## src/rtl/zoom_ctrl_pkg.sv

```systemverilog
// Package: shared state encoding for the zoom controller.
// Assumes: used by zoom_ctrl only.
package zoom_ctrl_pkg;
    typedef enum logic [2:0] {
        ZS_IDLE,
        ZS_PICK_MOUSE,
        ZS_GRAB_CENTRE,
        ZS_RESCALE,
        ZS_KICK_PLOT
    } zoom_state_e;
endpackage

```

## src/rtl/zoom_click_gate.sv

```systemverilog
// zoom_click_gate: decides when a click is accepted. In wait mode a click
// that arrives while the renderer is busy is parked, with its position and
// button, and is released when busy falls. In abort mode it passes at once.
// Assumes: click inputs are single-cycle pulses and fsm_idle is high only in
// the idle state, so clicks seen outside idle are dropped.
module zoom_click_gate #(
    parameter int XW            = 10,
    parameter int YW            = 9,
    parameter int ABORT_ON_BUSY = 0
) (
    input  logic          clk,
    input  logic          rst_n,
    input  logic          click_left,
    input  logic          click_right,
    input  logic [XW-1:0] mouse_x,
    input  logic [YW-1:0] mouse_y,
    input  logic          plot_busy,
    input  logic          fsm_idle,
    output logic          go,
    output logic          go_zoom_in,
    output logic [XW-1:0] go_x,
    output logic [YW-1:0] go_y
);
    localparam bit ABORT = (ABORT_ON_BUSY != 0);

    logic          pend_q;
    logic          pend_in_q;
    logic [XW-1:0] pend_x_q;
    logic [YW-1:0] pend_y_q;
    logic          any_click;
    logic          serve_pend;
    logic          take_new;
    logic          park_new;

    // Classify this cycle's click: serve the parked one, take a new one, or park it.
    always_comb begin
        any_click  = click_left | click_right;
        serve_pend = fsm_idle & pend_q & ~plot_busy;
        take_new   = fsm_idle & ~pend_q & any_click & (ABORT | ~plot_busy);
        park_new   = fsm_idle & ~pend_q & any_click & ~ABORT & plot_busy;
        go         = serve_pend | take_new;
        go_zoom_in = serve_pend ? pend_in_q : click_left;
        go_x       = serve_pend ? pend_x_q  : mouse_x;
        go_y       = serve_pend ? pend_y_q  : mouse_y;
    end

    // Single-entry park slot for a click that waits for the frame to finish.
    always_ff @(posedge clk) begin
        if (!rst_n) begin
            pend_q    <= 1'b0;
            pend_in_q <= 1'b0;
            pend_x_q  <= '0;
            pend_y_q  <= '0;
        end else if (park_new) begin
            pend_q    <= 1'b1;
            pend_in_q <= click_left;
            pend_x_q  <= mouse_x;
            pend_y_q  <= mouse_y;
        end else if (serve_pend) begin
            pend_q    <= 1'b0;
        end
    end

    generate
        if (!ABORT) begin : g_wait_chk
            AST_WAIT_NO_GO: assert property (@(posedge clk) disable iff (!rst_n)
                plot_busy |-> !go);
        end
    endgenerate
endmodule

```

## src/rtl/zoom_coord_mux.sv

```systemverilog
// zoom_coord_mux: picks the coordinate pair that drives the external
// pixel-to-complex converter, either the plotter's or the latched pointer's.
// Assumes: sel comes from a register, so the converter input is glitch free.
module zoom_coord_mux #(
    parameter int XW = 10,
    parameter int YW = 9
) (
    input  logic          sel,
    input  logic [XW-1:0] plot_x,
    input  logic [YW-1:0] plot_y,
    input  logic [XW-1:0] mouse_x,
    input  logic [YW-1:0] mouse_y,
    output logic [XW-1:0] conv_x,
    output logic [YW-1:0] conv_y
);
    // Route the selected source to the converter.
    always_comb begin
        conv_x = sel ? mouse_x : plot_x;
        conv_y = sel ? mouse_y : plot_y;
    end
endmodule

```

## src/rtl/zoom_radius_scale.sv

```systemverilog
// zoom_radius_scale: holds the zoom depth as a step count and derives the
// radius as 2.0 shifted right by that count. The count saturates at 0
// (home view) and at MAX_ZOOM.
// Assumes: step is a single-cycle pulse; MAX_ZOOM <= FRAC_W+1.
module zoom_radius_scale #(
    parameter int CW       = 32,
    parameter int FRAC_W   = 28,
    parameter int MAX_ZOOM = 23
) (
    input  logic          clk,
    input  logic          rst_n,
    input  logic          step,
    input  logic          zoom_in,
    output logic [CW-1:0] radius
);
    localparam int            LVL_W   = $clog2(MAX_ZOOM + 1);
    localparam logic [CW-1:0] HOME    = CW'(1) << (FRAC_W + 1);
    localparam logic [CW-1:0] FLOOR   = HOME >> MAX_ZOOM;
    localparam logic [LVL_W-1:0] LVL_MAX = LVL_W'(MAX_ZOOM);

    logic [LVL_W-1:0] level_q;

    // Move the zoom depth one step per request, clamped at both ends.
    always_ff @(posedge clk) begin
        if (!rst_n) begin
            level_q <= '0;
        end else if (step) begin
            if (zoom_in && level_q < LVL_MAX)
                level_q <= level_q + 1'b1;
            else if (!zoom_in && level_q != '0)
                level_q <= level_q - 1'b1;
        end
    end

    // Radius is the home radius divided by 2^depth.
    assign radius = HOME >> level_q;

    AST_RADIUS_RANGE: assert property (@(posedge clk) disable iff (!rst_n)
        (radius <= HOME) && (radius >= FLOOR));
    AST_RADIUS_STEP: assert property (@(posedge clk) disable iff (!rst_n)
        (radius != $past(radius)) |->
        ((radius == ($past(radius) << 1)) || (radius == ($past(radius) >> 1))));
endmodule

```

## src/rtl/zoom_ctrl.sv

```systemverilog
// zoom_ctrl: top of the click-driven zoom controller. Sequence per click:
// idle -> select pointer path -> capture converted centre -> rescale radius
// -> pulse plot restart -> idle. The pointer path is selected one full
// cycle before capture so the converter output can settle.
// Assumes: the external converter is combinational from conv_x/conv_y and
// the current centre/radius to conv_re/conv_im.
module zoom_ctrl
    import zoom_ctrl_pkg::*;
#(
    parameter int CW            = 32,
    parameter int FRAC_W        = 28,
    parameter int MAX_ZOOM      = 23,
    parameter int XW            = 10,
    parameter int YW            = 9,
    parameter int ABORT_ON_BUSY = 0
) (
    input  logic          clk,
    input  logic          rst_n,
    input  logic          click_left,
    input  logic          click_right,
    input  logic [XW-1:0] mouse_x,
    input  logic [YW-1:0] mouse_y,
    input  logic [XW-1:0] plot_x,
    input  logic [YW-1:0] plot_y,
    input  logic          plot_busy,
    input  logic [CW-1:0] conv_re,
    input  logic [CW-1:0] conv_im,
    output logic          conv_sel,
    output logic [XW-1:0] conv_x,
    output logic [YW-1:0] conv_y,
    output logic [CW-1:0] centre_re,
    output logic [CW-1:0] centre_im,
    output logic [CW-1:0] radius,
    output logic          plot_restart
);
    zoom_state_e   state_q;
    logic          go;
    logic          go_zoom_in;
    logic [XW-1:0] go_x;
    logic [YW-1:0] go_y;
    logic [XW-1:0] mx_q;
    logic [YW-1:0] my_q;
    logic          zin_q;
    logic          fsm_idle;

    assign fsm_idle = (state_q == ZS_IDLE);

    zoom_click_gate #(.XW(XW), .YW(YW), .ABORT_ON_BUSY(ABORT_ON_BUSY)) gate_i (
        .clk(clk), .rst_n(rst_n),
        .click_left(click_left), .click_right(click_right),
        .mouse_x(mouse_x), .mouse_y(mouse_y),
        .plot_busy(plot_busy), .fsm_idle(fsm_idle),
        .go(go), .go_zoom_in(go_zoom_in), .go_x(go_x), .go_y(go_y)
    );

    zoom_coord_mux #(.XW(XW), .YW(YW)) mux_i (
        .sel(conv_sel), .plot_x(plot_x), .plot_y(plot_y),
        .mouse_x(mx_q), .mouse_y(my_q),
        .conv_x(conv_x), .conv_y(conv_y)
    );

    zoom_radius_scale #(.CW(CW), .FRAC_W(FRAC_W), .MAX_ZOOM(MAX_ZOOM)) scale_i (
        .clk(clk), .rst_n(rst_n),
        .step(state_q == ZS_RESCALE), .zoom_in(zin_q),
        .radius(radius)
    );

    // Sequencer for one zoom update.
    always_ff @(posedge clk) begin
        if (!rst_n) begin
            state_q <= ZS_IDLE;
        end else begin
            unique case (state_q)
                ZS_IDLE:        if (go) state_q <= ZS_PICK_MOUSE;
                ZS_PICK_MOUSE:  state_q <= ZS_GRAB_CENTRE;
                ZS_GRAB_CENTRE: state_q <= ZS_RESCALE;
                ZS_RESCALE:     state_q <= ZS_KICK_PLOT;
                ZS_KICK_PLOT:   state_q <= ZS_IDLE;
                default:        state_q <= ZS_IDLE;
            endcase
        end
    end

    // Latch position and direction of the accepted click.
    always_ff @(posedge clk) begin
        if (!rst_n) begin
            mx_q  <= '0;
            my_q  <= '0;
            zin_q <= 1'b0;
        end else if (go) begin
            mx_q  <= go_x;
            my_q  <= go_y;
            zin_q <= go_zoom_in;
        end
    end

    // Capture the settled converter output as the new view centre.
    always_ff @(posedge clk) begin
        if (!rst_n) begin
            centre_re <= '0;
            centre_im <= '0;
        end else if (state_q == ZS_GRAB_CENTRE) begin
            centre_re <= conv_re;
            centre_im <= conv_im;
        end
    end

    // Mux select and restart pulse decoded from the state.
    always_comb begin
        conv_sel     = (state_q == ZS_PICK_MOUSE) || (state_q == ZS_GRAB_CENTRE);
        plot_restart = (state_q == ZS_KICK_PLOT);
    end

    AST_CENTRE_HOLD: assert property (@(posedge clk) disable iff (!rst_n)
        (state_q != ZS_GRAB_CENTRE) |=> ($stable(centre_re) && $stable(centre_im)));
    AST_RESTART_SINGLE: assert property (@(posedge clk) disable iff (!rst_n)
        plot_restart |=> !plot_restart);
    AST_GO_ONLY_IDLE: assert property (@(posedge clk) disable iff (!rst_n)
        go |-> fsm_idle);
    AST_SEL_BEFORE_RESTART: assert property (@(posedge clk) disable iff (!rst_n)
        $fell(conv_sel) |-> !plot_restart);
endmodule

```

## config.mk

```make
export PLATFORM = sky130hd
export DESIGN_NAME = zoom_ctrl
export DESIGN_NICKNAME = d
export VERILOG_FILES = /design/src/rtl/zoom_ctrl_pkg.sv /design/src/rtl/zoom_click_gate.sv /design/src/rtl/zoom_coord_mux.sv /design/src/rtl/zoom_radius_scale.sv /design/src/rtl/zoom_ctrl.sv
export SDC_FILE = /design/constraint.sdc
export NUM_CORES = 1
export LEC_CHECK = 0
export ABC_AREA = 1
export BUFFER_PORTS_ARGS = -buffer_cell sky130_fd_sc_hd__buf_2
export CAP_MARGIN = 40
export CORE_MARGIN = 1.5
export CORE_UTILIZATION = 40
export CTS_BUF_LIST = sky130_fd_sc_hd__clkbuf_2
export CTS_CLUSTER_SIZE = 28
export DETAILED_ROUTE_END_ITERATION = 10
export PLACE_DENSITY = 0.78
export REMOVE_ABC_BUFFERS = 1
export SYNTH_ARGS = -nofsm -noshare
export SYNTH_HDL_FRONTEND = slang
export SYNTH_SLANG_ARGS = --single-unit
export TNS_END_PERCENT = 100
```

## constraint.sdc

```tcl
create_clock -name clk -period 2.4 [get_ports clk]
set_input_delay 0.12 -clock clk [delete_from_list [all_inputs] [get_ports clk]]
set_output_delay 0.12 -clock clk [all_outputs]
set_load 0.02 [all_outputs]
```

==> summary.txt <==
Power and ir drop
  – Clock network power share: 28.1%
  – Sw Share: 34.29%
  – Int Pwr: 3.371 mW
  – VDD IR max: 0.4893 mV
  – LEAKAGE: 3.798 nW
  – Sequential share of power: 42.9%
  – P per Cell Area: 688.6 mW/mm2
  – Psw: 1.759 mW
  – Combinational power share: 28.9%
  – Total power: 5.130 mW

Synthesis
  – Synth cell types: 31
  – Largest family of logic cells by synthesized area: simple AND/OR/NAND/NOR gates
  – Post-synth top cells: nor2_1 (171), nand2_1 (133), dfxtp_1 (113), o21ai_0 (91), a21oi_1 (37)
  – Compound-Gate Fraction of Synth Area: 16.82%
  – Yosys reg bits: 113
  – Synth Area in XOR/XNOR: 0.3594%
  – Synth area leaders: dfxtp_1 (46%), nor2_1 (13%), nand2_1 (10%)
  – FFs w/ async S/R, synth: 0%
  – Synth area leader: dfxtp_1
  – Syn_area_per_cell: 7.073 um2
  – Post-Synth Simple-Gate Area: 26.80%
  – Warnings, synthesis: 0
  – Share of the synthesized area in the top cell type: 46.42%
  – Post-synth top flop: dfxtp_1
  – Seq/Total Area, Yosys: 46.42%
  – Cell area after synthesis: 0.004873 mm2
  – Most numerous cell in the Yosys netlist: nor2_1
  – Multiplexer share of the synthesized area: 0%
  – Number of synthesized flops with an enable pin: 0
  – Mapped Cells: 689
  – Adder-Cell Fraction of Synth Area: 1.181%

Route
  – WL final: 15010 um
  – DRC: 0
  – Met3 WL: 918 um
  – Wl on met1: 6296 um
  – First drt pass iteration count: 5
  – Routed Antenna Nets: 0
  – Routed vias/inst: 4.787
  – Max Used Layer: met4
  – Met2 wire length: 7314 um
  – DRT iter0 DRCs: 333
  – WL per Instance: 12.82 um
  – Routed via count: 5605

Worst hold path
  – WHS Path Cells: 4
  – Hold endpoint: centre_re[26]$_SDFFE_PN0N_
  – HP Start: conv_re[26]
  – Hold Crit Class: in -> reg

STA
  – Max Slew Vio Count: 0
  – Setup Total Neg Slack: 0 ns
  – Worst slew margin relative to its limit: 56.11%
  – F_max: 448.3 MHz
  – Final clock skew: 0.03719 ns
  – WHS: 0.2475 ns
  – Tcrit/Tclk final: 92.95%
  – Tightest Pin Transition: 0.6583 ns
  – # setup viols final: 0
  – Unrepaired setup endpoints after global routing: false
  – Final min period: 2.231 ns
  – Worst setup margin: 0.1692 ns
  – Final hold vios: 0

Floorplan
  – Chip Height: 113.4 um
  – Cell Rows: 40
  – Starting Density: 40.74%
  – Core Region: 0.01196 mm2
  – Die ar.: 0.01286 mm2
  – Die W: 113.4 um
  – Ports: 224

Worst setup path
  – Slowest cell delay on critical path: 0.59 ns
  – R2R Setup Slk: 0.17 ns
  – Worst path slowest cell: dlygate4sd3_1
  – Crit-path leading delay family: buffers and inverters
  – Crit path kind: reg -> reg
  – Crit path cell chain: inv_2 > nand2_1 > nor2_4 > inv_2 > buf_4 > nor2_1 > nor2_1 > dlygate4sd3_1
  – Critical Path Fanout Max: 64
  – Worst setup SP type: flip-flop
  – WP buf/inv: 4
  – Crit. End Element: flip-flop
  – Req. time, crit path: 3.00 ns
  – WP data arrival: 2.83 ns
  – Cell count of the worst reg-to-reg path: 8
  – Worst r2r src: state_q[0]$_SDFFE_PN0P_
  – Reg2reg end: centre_im[15]$_SDFFE_PN0N_

Clock tree
  – Skew-Pair Late Insertion Delay: 0.64 ns
  – Clock sinks: 113
  – Reg clk slew, reported paths: 0.20 ns
  – Num CTS Buffers: 17
  – Root Driver: clkbuf_2
  – Maximum clock path buffer count: 2
  – TritonCTS clock tree: done
  – H-tree Lvls: 4

Global routing
  – First-pass GRT wire length: 23910 um
  – Vias in the first global route: 5261
  – Initial antenna violation count: 0
  – Maximum number of pins on one net before global-route repair: 65
  – GRT overflow: 0
  – GRT Total Usage: 22.89%

Layout
  – Register area: 0.002262 mm2
  – # diodes: 0
  – Share of cells above drive strength 1: 28.91%
  – Area occupied by multi-input gates: 0.002228 mm2
  – Filler cell count: 1001
  – # nets final: 1122
  – Area Growth Syn to Fin: 52.86%

Placement
  – DP Wirelength: 8203 um
  – Place WS: 0.3832 ns
  – RD Place Congestion: 0.7816
  – Port bufs: 221

Job
  – MaxCap Viol Count: 0

Status
  – Status: completed
-- tightest hold or removal path, cell delays in order --
cell and delay (ns):
dlygate4sd3_1 0.52, buf_2 0.10, nor2_1 0.03, nor2_1 0.08
-- worst max path at each step --
stage | from | endpoint | slack [ns] | cells after the start
6_report | state_q[0]$_SDFFE_PN0P_ | centre_im[15]$_SDFFE_PN0N_ | 0.17 | 8
3_5_place_dp | scale_i.level_q[2]$_SDFFE_PN0P_ | scale_i.level_q[4]$_SDFFE_PN0P_ | 0.38 | 12
5_1_grt | state_q[0]$_SDFFE_PN0P_ | conv_x[9] | 0.06 | 9
3_3_place_gp | scale_i.level_q[1]$_SDFFE_PN0P_ | scale_i.level_q[4]$_SDFFE_PN0P_ | 0.48 | 12
2_1_floorplan | state_q[0]$_SDFFE_PN0P_ | conv_x[0] | -1.50 | 8
4_1_cts | state_q[1]$_SDFFE_PN0P_ | mx_q[9]$_SDFFE_PN0P_ | 0.04 | 8
-- metal layers --
layer / track usage, % / up-vias
met4: 11.33 / 0
met2: 39.64 / 245
met3: 6.429 / 47
li1: - / 2843
met5: 0 / -
met1: 25.97 / 2470
-- what timing repair did --
action | 4_1_cts | 5_1_grt
cloned | 0 | 1
buffers inserted | 0 | 3
setup endpoints to repair | 2 | 21
hold endpoints to repair | 109 | 0
resized for setup | 1 | 5
hold buffers | 112 | 0
-- per-stage QoR --
step           std cells  util (%)  cell area [um2]
6_report            1171     62.28             7450
3_5_place_dp        1023     50.14             5997
5_1_grt             1171     62.28             7450
4_1_cts             1167     61.89             7403
2_1_floorplan        646         -             4634
3_3_place_gp        1023     50.14             5997
-- power by group through the flow --
stage / Sequential (mW) / Combinational [mW] / Clock [mW]
after CTS: 2.20 / 1.41 / 1.49
after detailed placement: 2.23 / 1.23 / 0
after global placement: 2.23 / 1.21 / 0
after floorplan: 2.39 / 0.599 / 0
final: 2.20 / 1.48 / 1.44
after global routing: 2.22 / 1.62 / 1.58
-- layout make-up --
| class | count | share of cell area [%] |
|---|---|---|
| Timing Repair Buffer | 345 | 31.12 |
| Sequential cell | 113 | 30.37 |
| Multi-Input combinational cell | 490 | 29.91 |
| Clock inverter | 13 | 2.503 |
| Tap cell | 147 | 2.469 |
| Inverter | 43 | 2.251 |
| Clock buffer | 19 | 1.276 |
| Timing Repair inverter | 1 | 0.1008 |
-- registers in the layout, indices dropped and copies added, names as in the netlist --
register	cells
centre_im	32
centre_re	32
gate_i.pend_x_q	10
mx_q	10
gate_i.pend_y_q	9
my_q	9
scale_i.level_q	5
state_q	3
gate_i.pend_in_q	1
gate_i.pend_q	1
zin_q	1
-- cells in the final DEF (no fill, tap or decap), types with 2 or more instances in the layout --
master / instances
o21ai_0: 91
o21ai_2: 7
a31oi_1: 3
bufinv_16: 4
clkbuf_2: 19
nand3_1: 12
a21oi_1: 37
nor2_1: 171
dlygate4sd3_1: 112
ha_1: 3
clkinv_2: 3
nand2_1: 132
inv_2: 7
nand4_1: 7
clkinv_4: 4
inv_1: 34
buf_2: 222
nand3_4: 2
clkinvlp_4: 3
o21ai_1: 6
dfxtp_1: 113
conb_1: 2
buf_4: 10
a21oi_2: 7
-- logic make-up after synthesis --
group | after synthesis
buffers and inverters | 87
flip-flops | 113
AND/OR/NAND/NOR | 330
other | 1
XOR/XNOR | 2
adder cells (fa/ha/maj) | 4
AO/OA/AOI/OAI | 152
Power figures use the tool's default switching activity.
